`config.mk`:
```
export PLATFORM = sky130hd
export DESIGN_NAME = ddr_pwr_mgr
export DESIGN_NICKNAME = d
export VERILOG_FILES = /design/src/rtl/ddr_pm_pkg.sv /design/src/rtl/ddr_pm_idle_timer.sv /design/src/rtl/ddr_pm_resync_timer.sv /design/src/rtl/ddr_pwr_mgr.sv
export SDC_FILE = /design/constraint.sdc
export NUM_CORES = 1
export LEC_CHECK = 0
export BUFFER_PORTS_ARGS = -buffer_cell sky130_fd_sc_hd__buf_2
export CORE_ASPECT_RATIO = 1.1
export CORE_MARGIN = 4
export CORE_UTILIZATION = 40
export CTS_BUF_LIST = sky130_fd_sc_hd__clkbuf_16
export CTS_CLUSTER_DIAMETER = 100
export DETAILED_ROUTE_END_ITERATION = 8
export PLACE_DENSITY = 0.73
export SYNTH_ARGS = -nofsm -noshare
export SYNTH_HDL_FRONTEND = slang
export SYNTH_SLANG_ARGS = --single-unit
```
`constraint.sdc`:
```
create_clock -name clk -period 2.4 [get_ports clk]
set_input_delay 0.12 -clock clk [delete_from_list [all_inputs] [get_ports clk]]
set_output_delay 0.12 -clock clk [all_outputs]
set_load 0.1 [all_outputs]
```
`src/rtl/ddr_pm_pkg.sv`:
```
package ddr_pm_pkg;

    typedef enum logic [1:0] {
        PH_UP   = 2'd0,
        PH_DOWN = 2'd1,
        PH_WAKE = 2'd2
    } pm_phase_e;

    typedef enum logic [1:0] {
        PS_ACT_STBY = 2'b00,
        PS_ACT_PD   = 2'b01,
        PS_PRE_STBY = 2'b10,
        PS_PRE_PD   = 2'b11
    } pwr_state_e;

    typedef struct packed {
        pm_phase_e phase;
        logic      cke;
        logic      ready;
        logic      row;
    } pm_ctl_t;

    localparam pm_ctl_t PM_CTL_RESET = '{phase: PH_UP, cke: 1'b1, ready: 1'b1, row: 1'b0};

    function automatic pwr_state_e encode_state(input logic row, input logic cke);
        pwr_state_e s;
        case ({row, cke})
            2'b11:   s = PS_ACT_STBY;
            2'b10:   s = PS_ACT_PD;
            2'b01:   s = PS_PRE_STBY;
            default: s = PS_PRE_PD;
        endcase
        return s;
    endfunction

endpackage

```
`src/rtl/ddr_pm_idle_timer.sv`:
```
module ddr_pm_idle_timer #(
    parameter int CNT_W = 8
) (
    input  logic             clk,
    input  logic             rst_n,
    input  logic             run_i,
    input  logic             clr_i,
    input  logic [CNT_W-1:0] th_i,
    output logic             hit_o
);
    localparam logic [CNT_W-1:0] CNT_MAX = {CNT_W{1'b1}};

    logic [CNT_W-1:0] cnt_d, cnt_q;
    logic [CNT_W:0]   run_len;

    always_comb begin
        run_len = {1'b0, cnt_q} + {{CNT_W{1'b0}}, 1'b1};
        hit_o   = run_i && !clr_i && (th_i != '0) && (run_len >= {1'b0, th_i});
        cnt_d   = cnt_q;
        if (clr_i || hit_o) begin
            cnt_d = '0;
        end else if (run_i && cnt_q != CNT_MAX) begin
            cnt_d = cnt_q + 1'b1;
        end
    end

    always_ff @(posedge clk) begin
        if (!rst_n) cnt_q <= '0;
        else        cnt_q <= cnt_d;
    end

    // a zero threshold keeps the block powered up whatever the count
    a_r10_zero_th_no_hit: assert property (@(posedge clk) disable iff (!rst_n)
        (th_i == '0) |-> !hit_o);

endmodule

```
`src/rtl/ddr_pm_resync_timer.sv`:
```
module ddr_pm_resync_timer #(
    parameter int CNT_W = 8
) (
    input  logic             clk,
    input  logic             rst_n,
    input  logic             load_i,
    input  logic [CNT_W-1:0] val_i,
    input  logic             tick_i,
    output logic             last_o
);
    logic [CNT_W-1:0] cnt_d, cnt_q;

    always_comb begin
        cnt_d = cnt_q;
        if (load_i)                     cnt_d = val_i;
        else if (tick_i && cnt_q != '0) cnt_d = cnt_q - 1'b1;
        last_o = (cnt_q == {{(CNT_W-1){1'b0}}, 1'b1});
    end

    always_ff @(posedge clk) begin
        if (!rst_n) cnt_q <= '0;
        else        cnt_q <= cnt_d;
    end

endmodule

```
`src/rtl/ddr_pwr_mgr.sv`:
```
module ddr_pwr_mgr
    import ddr_pm_pkg::*;
#(
    parameter int CNT_W = 8
) (
    input  logic             clk,
    input  logic             rst_n,
    input  logic             req_i,
    input  logic             row_open_i,
    input  logic [CNT_W-1:0] idle_th_i,
    input  logic [CNT_W-1:0] resync_cyc_i,
    output logic             cke_o,
    output logic [1:0]       pstate_o,
    output logic             ready_o
);
    pm_ctl_t ctl_d, ctl_q;
    logic    idle_run, idle_clr, idle_hit;
    logic    rs_load, rs_tick, rs_last;

    assign idle_run = (ctl_q.phase == PH_UP) && !req_i;
    assign idle_clr = (ctl_q.phase != PH_UP) || req_i;
    assign rs_tick  = (ctl_q.phase == PH_WAKE);

    ddr_pm_idle_timer #(.CNT_W(CNT_W)) u_idle (
        .clk   (clk),
        .rst_n (rst_n),
        .run_i (idle_run),
        .clr_i (idle_clr),
        .th_i  (idle_th_i),
        .hit_o (idle_hit)
    );

    ddr_pm_resync_timer #(.CNT_W(CNT_W)) u_resync (
        .clk    (clk),
        .rst_n  (rst_n),
        .load_i (rs_load),
        .val_i  (resync_cyc_i),
        .tick_i (rs_tick),
        .last_o (rs_last)
    );

    always_comb begin
        ctl_d   = ctl_q;
        rs_load = 1'b0;
        case (ctl_q.phase)
            PH_UP: begin
                ctl_d.row = row_open_i;
                if (idle_hit) begin
                    ctl_d.phase = PH_DOWN;
                    ctl_d.cke   = 1'b0;
                    ctl_d.ready = 1'b0;
                end
            end
            PH_DOWN: begin
                if (req_i) begin
                    ctl_d.cke = 1'b1;
                    if (resync_cyc_i == '0) begin
                        ctl_d.phase = PH_UP;
                        ctl_d.ready = 1'b1;
                    end else begin
                        ctl_d.phase = PH_WAKE;
                        rs_load     = 1'b1;
                    end
                end
            end
            PH_WAKE: begin
                if (rs_last) begin
                    ctl_d.phase = PH_UP;
                    ctl_d.ready = 1'b1;
                end
            end
            default: ctl_d = PM_CTL_RESET;
        endcase
    end

    always_ff @(posedge clk) begin
        if (!rst_n) ctl_q <= PM_CTL_RESET;
        else        ctl_q <= ctl_d;
    end

    assign cke_o    = ctl_q.cke;
    assign ready_o  = ctl_q.ready;
    assign pstate_o = encode_state(ctl_q.row, ctl_q.cke);

    // commands may only be released with CKE high
    a_r8_ready_needs_cke: assert property (@(posedge clk) disable iff (!rst_n)
        ready_o |-> cke_o);

    // a pending request while serving keeps the memory powered
    a_r9_req_keeps_up: assert property (@(posedge clk) disable iff (!rst_n)
        (ready_o && req_i) |=> cke_o);

    // CKE only falls after an idle sample
    a_r2_fall_after_idle: assert property (@(posedge clk) disable iff (!rst_n)
        $fell(cke_o) |-> $past(!req_i));

    // no request while down keeps CKE low and the state code frozen
    a_r5_stay_down: assert property (@(posedge clk) disable iff (!rst_n)
        (!cke_o && !req_i) |=> (!cke_o && !ready_o && $stable(pstate_o)));

    // wake raises CKE and holds ready low when a resync count is set
    a_r6_wake_holds_ready: assert property (@(posedge clk) disable iff (!rst_n)
        (!cke_o && req_i && resync_cyc_i != '0) |=> (cke_o && !ready_o));

    // a zero resync count releases ready together with CKE
    a_r7_zero_resync: assert property (@(posedge clk) disable iff (!rst_n)
        (!cke_o && req_i && resync_cyc_i == '0) |=> (cke_o && ready_o));

endmodule

```
### Word level (Yosys, flattened, before mapping)

Index checks and enable logic that the tools add are counted.

| storage, ports and cells | value |
|---|---|
| memory bits (read-only) | 0 |
| RAM bits | 0 |
| latch bits | 0 |
| memories kept | 0 |
| output and inout bits | 4 |
| word-level logic and storage cells | 60 |
| register bits after elaboration | 21 |

| operators by class | value |
|---|---|
| muxes and demuxes | 16 |
| $lt $le $gt $ge | 1 |
| reductions and logical operators | 21 |
| $add $sub $neg | 3 |
| div/mod/pow operators | 0 |
| bitwise gates (word level) | 2 |
| multipliers | 0 |
| equal/unequal tests | 11 |
| shift operators | 0 |

Operator list:

| operator | count |
|---|---|
| 8-bit 2-to-1 mux | 2 |
| 8-bit nonzero test | 2 |
| 2-bit case mux with 3 select lines | 2 |
| 8-bit by 1-bit adder with 9-bit output, second input constant | 1 |
| 9-bit by 8-bit greater-or-equal comparator with 1-bit output | 1 |
| 8-bit by 1-bit adder with 8-bit output, second input constant | 1 |
| 8-bit by 1-bit == test with 1-bit output, second input constant | 1 |
| 8-bit zero test | 1 |
| 4-bit 2-to-1 mux | 2 |
| 2-bit != test, second input constant | 4 |
| 8-bit != test, second input constant | 1 |
| 8-bit by 1-bit subtractor with 8-bit output, second input constant | 1 |
| 2-bit == test, second input constant | 3 |
| 1-bit logical AND | 6 |
| 1-bit case mux with 3 select lines | 2 |
| 3-bit AND reduction | 2 |
| 1-bit 2-to-1 mux | 5 |
| 2-bit by 1-bit == test with 1-bit output, second input constant | 2 |
| 2-bit 2-to-1 mux | 2 |
| 4-bit AND reduction | 1 |
| 2-bit nonzero test | 2 |
| 2-bit OR reduction | 2 |
| 1-bit zero test | 2 |
| 2-bit zero test | 1 |
| 3 further kinds | 5 |

### Longest topological paths before layout

Gate-level depths: netlist of the first run.

| depth | value |
|---|---|
| word-level depth | 8 |
| gate-level depth with buffers | 10 |
| gate-level depth less buffers | 10 |

### Modules after synthesis

Synthesis of the first run repeated with hierarchy kept, for this count alone.

| second synthesis, totals | value |
|---|---|
| cell total of the unflattened synthesis | 180 |
| area total of the unflattened synthesis | 1544.0 µm² |

Modules (own cells, without submodules):

| module | cells an instance | area an instance (µm²) | seq. area each (µm²) | times used |
|---|---|---|---|---|
| ddr_pm_idle_timer | 84 | 681.9 | 160.2 | 1 |
| ddr_pm_resync_timer | 59 | 513.0 | 160.2 | 1 |
| ddr_pwr_mgr | 37 | 349.1 | 100.1 | 1 |

### Worst setup path before layout of the first run

Ideal clock, no wire load.

| path | value |
|---|---|
| path type | register -> register |
| start point | register u_idle.cnt_q[0] |
| end point | register u_idle.cnt_q[6] |
| path slack | 0.106 ns |
| arrival | 2.214 ns |
| clock period less this slack | 2.294 ns |
| library setup time | 0.079 ns |
| cell stages (with the launch flop) | 11 |
| cells stage by stage | dfxtp_1 ha_1 and3_1 nand3_1 xnor2_1 ha_1 a21oi_1 o221ai_1 a211oi_2 o211ai_2 a211oi_2 |

| between the ends | value |
|---|---|
| longest elaborated chain between the ends | 5 |
| elaborated cells between the ends (all ways) | 8 |

Ends and longest elaborated chain:

| element | line | text |
|---|---|---|
| start, declared | ddr_pm_idle_timer.sv:13 | `logic [CNT_W-1:0] cnt_d, cnt_q;` |
| start signal, assigned | ddr_pm_idle_timer.sv:29 | `else cnt_q <= cnt_d;` |
| 8-bit by 1-bit adder with 9-bit output | ddr_pm_idle_timer.sv:17 | `run_len = {1'b0, cnt_q} + {{CNT_W{1'b0}}, 1'b1};` |
| via u_idle.run_len[6] | ddr_pm_idle_timer.sv:14 | `logic [CNT_W:0] run_len;` |
| 9-bit by 8-bit greater-or-equal comparator with 1-bit output | ddr_pm_idle_timer.sv:18 | `hit_o = run_i && !clr_i && (th_i != '0) && (run_len >= {1'b0, th_i});` |
| 1-bit logical AND | ddr_pm_idle_timer.sv:18 |  |
| 1-bit logical OR | ddr_pm_idle_timer.sv:20 | `if (clr_i \|\| hit_o) begin` |
| 2-bit OR reduction (no source line) | - |  |

The timed path passes the listed nets, and every way through them passes these cells.
A chain may end at the register's enable or synchronous reset.

### Final worst setup path of the first run

| path | value |
|---|---|
| start point | register u_idle.cnt_q[1] |
| end point | register ctl_q[3] in the netlist's numbering |

| between the ends | value |
|---|---|
| longest elaborated chain between the ends | 5 |

Ends and longest elaborated chain:

| element | line | text |
|---|---|---|
| 8-bit by 1-bit adder with 9-bit output | ddr_pm_idle_timer.sv:17 |  |
| via u_idle.run_len[6] | ddr_pm_idle_timer.sv:14 |  |
| 9-bit by 8-bit greater-or-equal comparator with 1-bit output | ddr_pm_idle_timer.sv:18 |  |
| 1-bit logical AND | ddr_pm_idle_timer.sv:18 |  |
| 2-bit != test (no source line) | - |  |
| 3-bit AND reduction (no source line) | - |  |
| end signal, assigned | ddr_pwr_mgr.sv:78 | `else ctl_q <= ctl_d;` |
| end, declared | ddr_pwr_mgr.sv:16 | `pm_ctl_t ctl_d, ctl_q;` |

The timed path passes the listed nets, and every way through them passes these cells.

==> results of run 1 <==
==> registers in the layout (all words and copies together), names as in the netlist <==
signal          cells
ctl_q               3
u_resync.cnt_q      8
u_idle.cnt_q        8
cke_o               1
ready_o             1
==> path summary, 6_finish.rpt <==
path / from / slack [ns] / endpoint / cells past startpoint
worst min register to register: ctl_q[4] / 0.48 / ctl_q[4] / 2
worst min-delay path: resync_cyc_i[0] / 0.12 / u_resync.cnt_q[0] / 2
worst max-delay path: u_idle.cnt_q[1] / 0.10 / ctl_q[3] / 11
worst max register to register: u_idle.cnt_q[1] / 0.10 / ctl_q[3] / 11
==> layer usage <==
layer  GRT usage (%)  vias up  share of wire (%)
li1                -      671                  -
met2            23.6       26                 48
met1            15.2      554                 45
met3            1.41        5                4.6
met4            6.22        0                1.8
met5               0        -                  0
==> layout make-up <==
| type | count | area share, % |
|---|---|---|
| multi-input cells | 132 | 55.1 |
| flip-flops and latches | 21 | 24.3 |
| repair buffers | 28 | 8.76 |
| clock buffers | 3 | 4.31 |
| inverters | 18 | 3.88 |
| well taps | 48 | 3.45 |
| clock inverters | 1 | 0.215 |
==> critical path: cells and delay by family (launching register included) <==
kind | cells | cell delay, ns
flip-flops | 1 | 0.35
buffers and inverters | 1 | 0.18
AND/OR/NAND/NOR | 3 | 0.31
AO/OA/AOI/OAI | 4 | 0.72
XOR/XNOR | 1 | 0.14
adder cells (fa/ha/maj) | 2 | 0.47
==> cell usage in the layout (no fill, tap or decap), types with 3 or more instances in the layout <==
master / netlist / final
sky130_fd_sc_hd__inv_1: 18 / 19
sky130_fd_sc_hd__o21ai_0: 9 / 9
sky130_fd_sc_hd__xor2_1: 6 / 6
sky130_fd_sc_hd__xnor2_1: 12 / 12
sky130_fd_sc_hd__nand2_1: 9 / 9
sky130_fd_sc_hd__nand4_1: 4 / 4
sky130_fd_sc_hd__o211ai_1: 4 / 4
sky130_fd_sc_hd__nand3_1: 10 / 10
sky130_fd_sc_hd__ha_1: 15 / 14
sky130_fd_sc_hd__nor2_1: 19 / 19
sky130_fd_sc_hd__or4_1: 4 / 4
sky130_fd_sc_hd__buf_4: 0 / 5
sky130_fd_sc_hd__nor4_1: 3 / 3
sky130_fd_sc_hd__clkbuf_16: 0 / 3
sky130_fd_sc_hd__dfxtp_1: 21 / 19
sky130_fd_sc_hd__a21oi_1: 6 / 6
sky130_fd_sc_hd__o211a_1: 3 / 3
sky130_fd_sc_hd__buf_2: 0 / 23
sky130_fd_sc_hd__a31oi_1: 3 / 3
==> stage by stage <==
stage / util, % / hold slack, ns / setup slack (ns)
6_report: 51.1 / 0.124 / 0.104
3_5_place_dp: 48.1 / 0.384 / -0.000879
5_1_grt: 51.1 / 0.141 / -0.0316
2_1_floorplan: - / 0.258 / 0.106
4_1_cts: 50.6 / 0.122 / 0.0501
3_3_place_gp: 48.1 / 0.378 / 0.101
==> power by group through the flow <==
stage	clock network (uW)	registers, uW	logic (uW)
6_report	344	354	71.5
4_1_cts	355	353	71.7
2_1_floorplan	0	362	39.8
5_1_grt	369	354	81.6
3_5_place_dp	0	361	71.0
3_3_place_gp	0	361	69.9
==> kinds of logic (layout without fill, tap and decap cells) <==
logic type,after synthesis,after routing
muxes,2,2
buffers and inverters,23,50
AOI/OAI and AO/OA,35,35
xor gates and xnor gates,18,18
adders and majority gates,15,15
and+or+nand+nor,62,62
DFF,21,21
==> timing repair <==
action | 4_1_cts | 5_1_grt
pin swaps | 1 | 2
endpoints found under the setup margin | 1 | 12
resized for setup | 0 | 5
endpoints found under the hold margin | 0 | 0
buffers inserted | 1 | 0
==> results summary, run 1 <==
The run finished with clean final reports. The clock passes through at most 2 buffers. The flop and latch count out of synthesis came out at 21. Yosys mapped the design onto 36 distinct sky130hd cell types. The count of inserted antenna diode cells came out at 0. The maximum operating frequency is 436 MHz.

The count of final hold-check violations came out at 0. The residual DRC count is 0. The path class of the tightest hold or removal check is in2reg. The total congestion overflow is 0.

The detailed placement HPWL came out at 2.24 mm. The core area is 3410 um2. The critical path startpoint category is a register.

The maximum cell stage delay along the critical path came out at 0.35 ns. The post-route total power came out at 770 uW. The cell area after layout came out at 1740 um2.

The worst clock skew is 0.00153 ns. The clock tree root buffer cell is sky130_fd_sc_hd__clkbuf_16. The CTS H-tree depth is 1. The sequential group share of total power is 46.0%.

The leakage component of the power came out at 0.000753 uW. Before antenna repair, the detailed router went through 4 iterations. The net switching fraction of the power is 21.5%. The clock buffer count from CTS is 3.

The synthesized netlist net count came out at 211. The gate count after technology mapping came out at 176. The residual antenna-violating net count after detailed routing is 0. The post-synthesis share of cell area spent on and, or, nand and nor gates is 23.0%. The required time of the worst setup path came out at 2.55 ns. The area share of the largest cell type after synthesis is 28.9%. The count of clock tree sinks is 21. Row generation in the floorplan step produced 22 rows.

The count of nets after finishing came out at 239. The summed instance area of the synthesized netlist is 1450 um2. The via count of the first global-routing pass is 1193. The die area is 4660 um2. The non-filler instance count after layout is 251. The number of setup violations in the final report came out at 0. The first-pass GRT wire length is 4.93 mm. Global routing consumed, over all layers together, 13.1% of the routing resources. The DRC marker count from the first detailed-route iteration came out at 37. The largest total area in the synthesized netlist belongs to sky130_fd_sc_hd__dfxtp_1. The final RePlAce weighted congestion came out at 0.786. The largest net degree at the start of global routing came out at 16.

The post-route clock period utilization is 95.7%. The number of enable-type register cells in the synthesized netlist came out at 0. The post-route netlist has 22.2% of its cells at a drive strength greater than 1. For the finished layout, the period the worst path requires is 2.30 ns. The xor and xnor area share after synthesis is 10.8%. The part of the total power dissipated in combinational logic came out at 9.3%.

The worst setup path is captured at a register. The main flop type after synthesis is sky130_fd_sc_hd__dfxtp_1. The initial antenna violation count was 0. The routed via count divided by cell count came out at 5.00. The critical path arrival is 2.44 ns. The number of max-slew violations in the final report came out at 0. Once placement completed, the tool counted placed cells totaling 246. The switching power is 166 uW.

The worst slew margin relative to its limit came out at 57.1%. After clock tree synthesis, the clock-pin slew on the worst setup and hold paths is 0.05 ns. In this run the vertical extent of the chip is 71.2 um.

Setup repair after global routing could not meet its margin everywhere. The part of the Yosys area used for sequential elements is 28.9%. The standard cell area after detailed placement came out at 1640 um2. The filler cells instantiated in the layout total 346.

The average routed wire per standard cell came out at 11.4 um. 24 I/O pins were placed. The effective utilization at floorplan came out at 42.6%.

The overall routed net length came out at 2.85 mm. The number of buffers inserted for hold repair after clock tree synthesis is 0. The area growth from synthesis to final layout is 19.9%.

The leading cell type by number of instances after synthesis is sky130_fd_sc_hd__dfxtp_1. The via count came out at 1256. The transition time at the pin with the least slew margin came out at 0.640 ns. The mux share of post-synthesis cell area is 1.38%. The type of the setup path with the least slack is reg2reg. The internal power is 604 uW. Of the total power, the clock network draws 44.7%.

The worst-path maximum fanout came out at 4. The compound-gate portion of the synthesized area is 17.0%. The share of flip-flops with an asynchronous set or reset came out at 0%.

The tool flagged a number of max-cap violations equal to 0. The slowest stage of the critical path belongs to the cell sky130_fd_sc_hd__dfxtp_2. The clock reaches the later pin of the worst-skew pair after 0.25 ns. The post-synthesis adder-cell area fraction is 12.9%.

The number of warning messages in the yosys log came out at 0. The register area is 423 um2. Sorting the synthesized cells by area gives the leading types as sky130_fd_sc_hd__dfxtp_1, sky130_fd_sc_hd__ha_1, sky130_fd_sc_hd__xnor2_1.

The setup TNS came out at 0 ns. The horizontal die dimension came out at 65.5 um. Dividing total power by cell area gives a power density of 442 nW/um2. The mean post-synth cell area came out at 8.26 um2.

In the final layout, the multi-input gates occupy 961 um2. Counting instances in the post-synthesis netlist gives the leading cell types as sky130_fd_sc_hd__dfxtp_1, sky130_fd_sc_hd__nor2_1, sky130_fd_sc_hd__inv_1. Buffers placed on the I/O ports in this run total 23. TritonCTS built the clock tree. The signal on the critical path passes through ha_2 > and3_4 > nand3_1 > xnor2_1 > ha_1 > a21oi_1 > o221ai_2 > a211oi_2 > buf_4 > nor2_1 > o211a_1. After synthesis, the largest family of logic cells by area is simple AND/OR/NAND/NOR gates. The peak ir drop on the vdd network is 335 uV.
(Power assumes the default switching activity.)
==> inputs of run 2 (changes only) <==
PLACE_DENSITY = 0.71   (was 0.73)
clock period = 2.9 ns   (was 2.4 ns; I/O delays follow)
==> run 2 against run 1 <==
Against the previous run: combinational power fell by 21%; flip-flop and latch count did not move; cell area down 3.1%; critical path type unchanged; largest cell class unchanged.
==> results summary, run 2 (synthesized netlist as in run 1, its figures left out) <==
The flow ran to the end, and the final reports show no timing, DRC or antenna violations. The number of placement rows is 22 (unchanged). The power density of the placed cells is 375 nW/um2 (-15%). The total routing usage reported by global routing came out at 12.5% (-0.60 points). The clock latency on the worst-skew pair came out at 0.25 ns (about the same). The number of buffers inserted for hold repair after clock tree synthesis was 0 (unchanged). The reg-to-reg setup timing slack came to 0.37 ns (+0.27 ns).

The required time of the worst setup path is 3.08 ns (+0.53 ns). The number of buffers added on ports is 23 (unchanged). The standard cell area after detailed placement came to 1610 um2 (-1.8%). The transition time at the pin with the least slew margin was 0.640 ns (+0.0000441 ns).

The sequential group share of total power is 46.3% (+0.3 points). The type of the setup path with the least slack is reg2reg. The DRC marker count from the first detailed-route iteration is 27 (-27%). The count of final hold-check violations is 0 (unchanged).

The fraction of final layout cells sized beyond drive strength 1 came out at 17.7% (-4.5 points). The number of setup violations in the final report came to 0 (unchanged). The average routed wire per standard cell came to 11.4 um (+0.17%). The post-CTS setup buffer count came out at 0 (-1). The die area is 4660 um2 (unchanged). The worst-path maximum fanout came out at 8 (+4).

The post-route clock period utilization came out at 87.2% (-8.5 points). The worst setup path is launched from a register. The detailed placement HPWL was 2.21 mm (-1.3%). In this run the critical register-to-register path is launched from u_idle.cnt_q[0]. The number of max-slew violations in the final report came to 0 (unchanged). The peak ir drop on the vdd network is 272 uV (-19%). The residual DRC count is 0 (unchanged). The post-cts resize count is 0 (unchanged). The critical path arrival came out at 2.70 ns (+0.26 ns). The via count is 1265 (+0.72%). The height of the chip came out at 71.2 um (unchanged).

The largest net degree at the start of global routing came out at 16 (unchanged). The category of the worst setup path capture point is a register. The number of iterations in the first detailed-routing pass is 4 (unchanged).

The count of nets after finishing came to 234 (-2.1%). The setup TNS is 0 ns (unchanged). The first-pass GRT wire length came to 4.71 mm (-4.6%).

The switching power came to 135 uW (-19%). In the layout the commonest cells are sky130_fd_sc_hd__buf_2, sky130_fd_sc_hd__dfxtp_1, sky130_fd_sc_hd__inv_1, sky130_fd_sc_hd__nor2_1, sky130_fd_sc_hd__ha_1. The beginning of the worst hold path is resync_cyc_i[0]. The post-route total power came out at 633 uW (-18%). The root buffer cell chosen for the clock tree is sky130_fd_sc_hd__clkbuf_16. The maximum operating frequency is 396 MHz (-9.2%).

The residual antenna-violating net count after detailed routing came out at 0 (unchanged). The horizontal die dimension is 65.5 um (unchanged). The final critical path time including I/O delays and setup came out at 2.53 ns (+0.232 ns). The via count of the first global-routing pass is 1165 (-2.3%). The overall routed net length was 2.80 mm (-1.8%).

The leading cell type in the layout, fill and taps excluded is sky130_fd_sc_hd__buf_2. The area growth from synthesis to final layout is 16.2%. The worst slew margin relative to its limit is 57.1% (about the same). In this run the worst hold path is classified as in2reg. The clock transition at the registers of the reported paths came to 0.05 ns (about the same).

The number of fill cells in the layout is 345 (-0.29%). The worst clock skew came out at 0.00123 ns (-0.000306 ns). The total congestion overflow came out at 0 (unchanged).

The CTS H-tree depth came to 1 (unchanged). The core area is 3410 um2 (unchanged). The final RePlAce weighted congestion came out at 0.796 (+1.3%).

The count of max-cap constraint violations is 0 (unchanged). The leakage component of the power came out at 0.000730 uW (-3.0%). The maximum clock insertion buffer count came out at 2 (unchanged). The net switching fraction of the power is 21.3% (-0.24 points).

The share of power burned in the clock network was 44.7% (about the same). The largest registers in the layout are u_idle.cnt_q (8), u_resync.cnt_q (8), ctl_q (3). TritonCTS built the clock tree.

The effective utilization at floorplan came to 42.6% (unchanged). The routed via count divided by cell count came out at 5.14 (+2.8%). The clock buffer count from CTS is 3 (unchanged). The worst hold margin came to 0.148 ns (+0.0235 ns).

The count of inserted antenna diode cells came out at 0 (unchanged). The I/O pin count came out at 24 (unchanged). The initial antenna violation count came out at 0 (unchanged). The internal power is 498 uW (-17%). The count of clock tree sinks came to 21 (unchanged). The part of the total power dissipated in combinational logic is 9.0% (-0.3 points). Setup repair after global routing left no endpoint under its margin. The cell area after layout came out at 1690 um2 (-3.1%). Tracing the worst setup path back leads to its startpoint at u_idle.cnt_q[0].
[run 2: per-layer routing]
layer	share of wire, %	global-route usage (%)	wire [um]	vias to the layer above
met5	0	0	0	-
met2	48	22.4	1340	28
met3	4.3	1.72	121	7
met1	46	14.6	1280	568
met4	2.0	5.30	55	0
li1	-	-	-	662
[run 2: stage by stage]
| step | setup WS, ns | utilization [%] | instances |
|---|---|---|---|
| 2_1_floorplan | 0.606 | - | 176 |
| 3_3_place_gp | 0.458 | 47.2 | 242 |
| 3_5_place_dp | 0.365 | 47.2 | 242 |
| 4_1_cts | 0.350 | 49.5 | 246 |
| 5_1_grt | 0.126 | 49.5 | 246 |
| 6_report | 0.372 | 49.5 | 246 |
[run 2: final timing paths]
check | endpoint | cells past startpoint
hold reg to reg | ctl_q[4] | 2
setup / recovery | u_idle.cnt_q[6] | 10
hold / removal | u_resync.cnt_q[0] | 2
setup reg to reg | u_idle.cnt_q[6] | 10
[run 2: power groups by stage]
stage / clock network [uW] / logic [uW] / registers (uW)
after global routing: 302 / 64.2 / 293
final: 283 / 56.8 / 293
after CTS: 289 / 57.6 / 293
after global placement: 0 / 56.4 / 299
after floorplan: 0 / 33.0 / 300
after detailed placement: 0 / 57.0 / 299
[run 2: final cells by class]
class                   count  area (um2)  area share [%]
multi-input cells         132         947            56.1
flip-flops and latches     21         420            24.9
repair buffers             23         115            6.81
clock buffers               3        75.1            4.44
inverters                  18        67.6            4.00
well taps                  48        60.1            3.56
clock inverters             1        3.75           0.222
[run 2: critical path, stage by stage, from the launching register on]
cell and delay, ns:
sky130_fd_sc_hd__dfxtp_1 0.40, sky130_fd_sc_hd__ha_1 0.26, sky130_fd_sc_hd__and3_1 0.20, sky130_fd_sc_hd__nand3_1 0.09
sky130_fd_sc_hd__xnor2_1 0.14, sky130_fd_sc_hd__ha_1 0.29, sky130_fd_sc_hd__a21oi_1 0.15, sky130_fd_sc_hd__o221ai_1 0.14
sky130_fd_sc_hd__a211oi_2 0.37, sky130_fd_sc_hd__o211ai_2 0.23, sky130_fd_sc_hd__a211oi_2 0.17
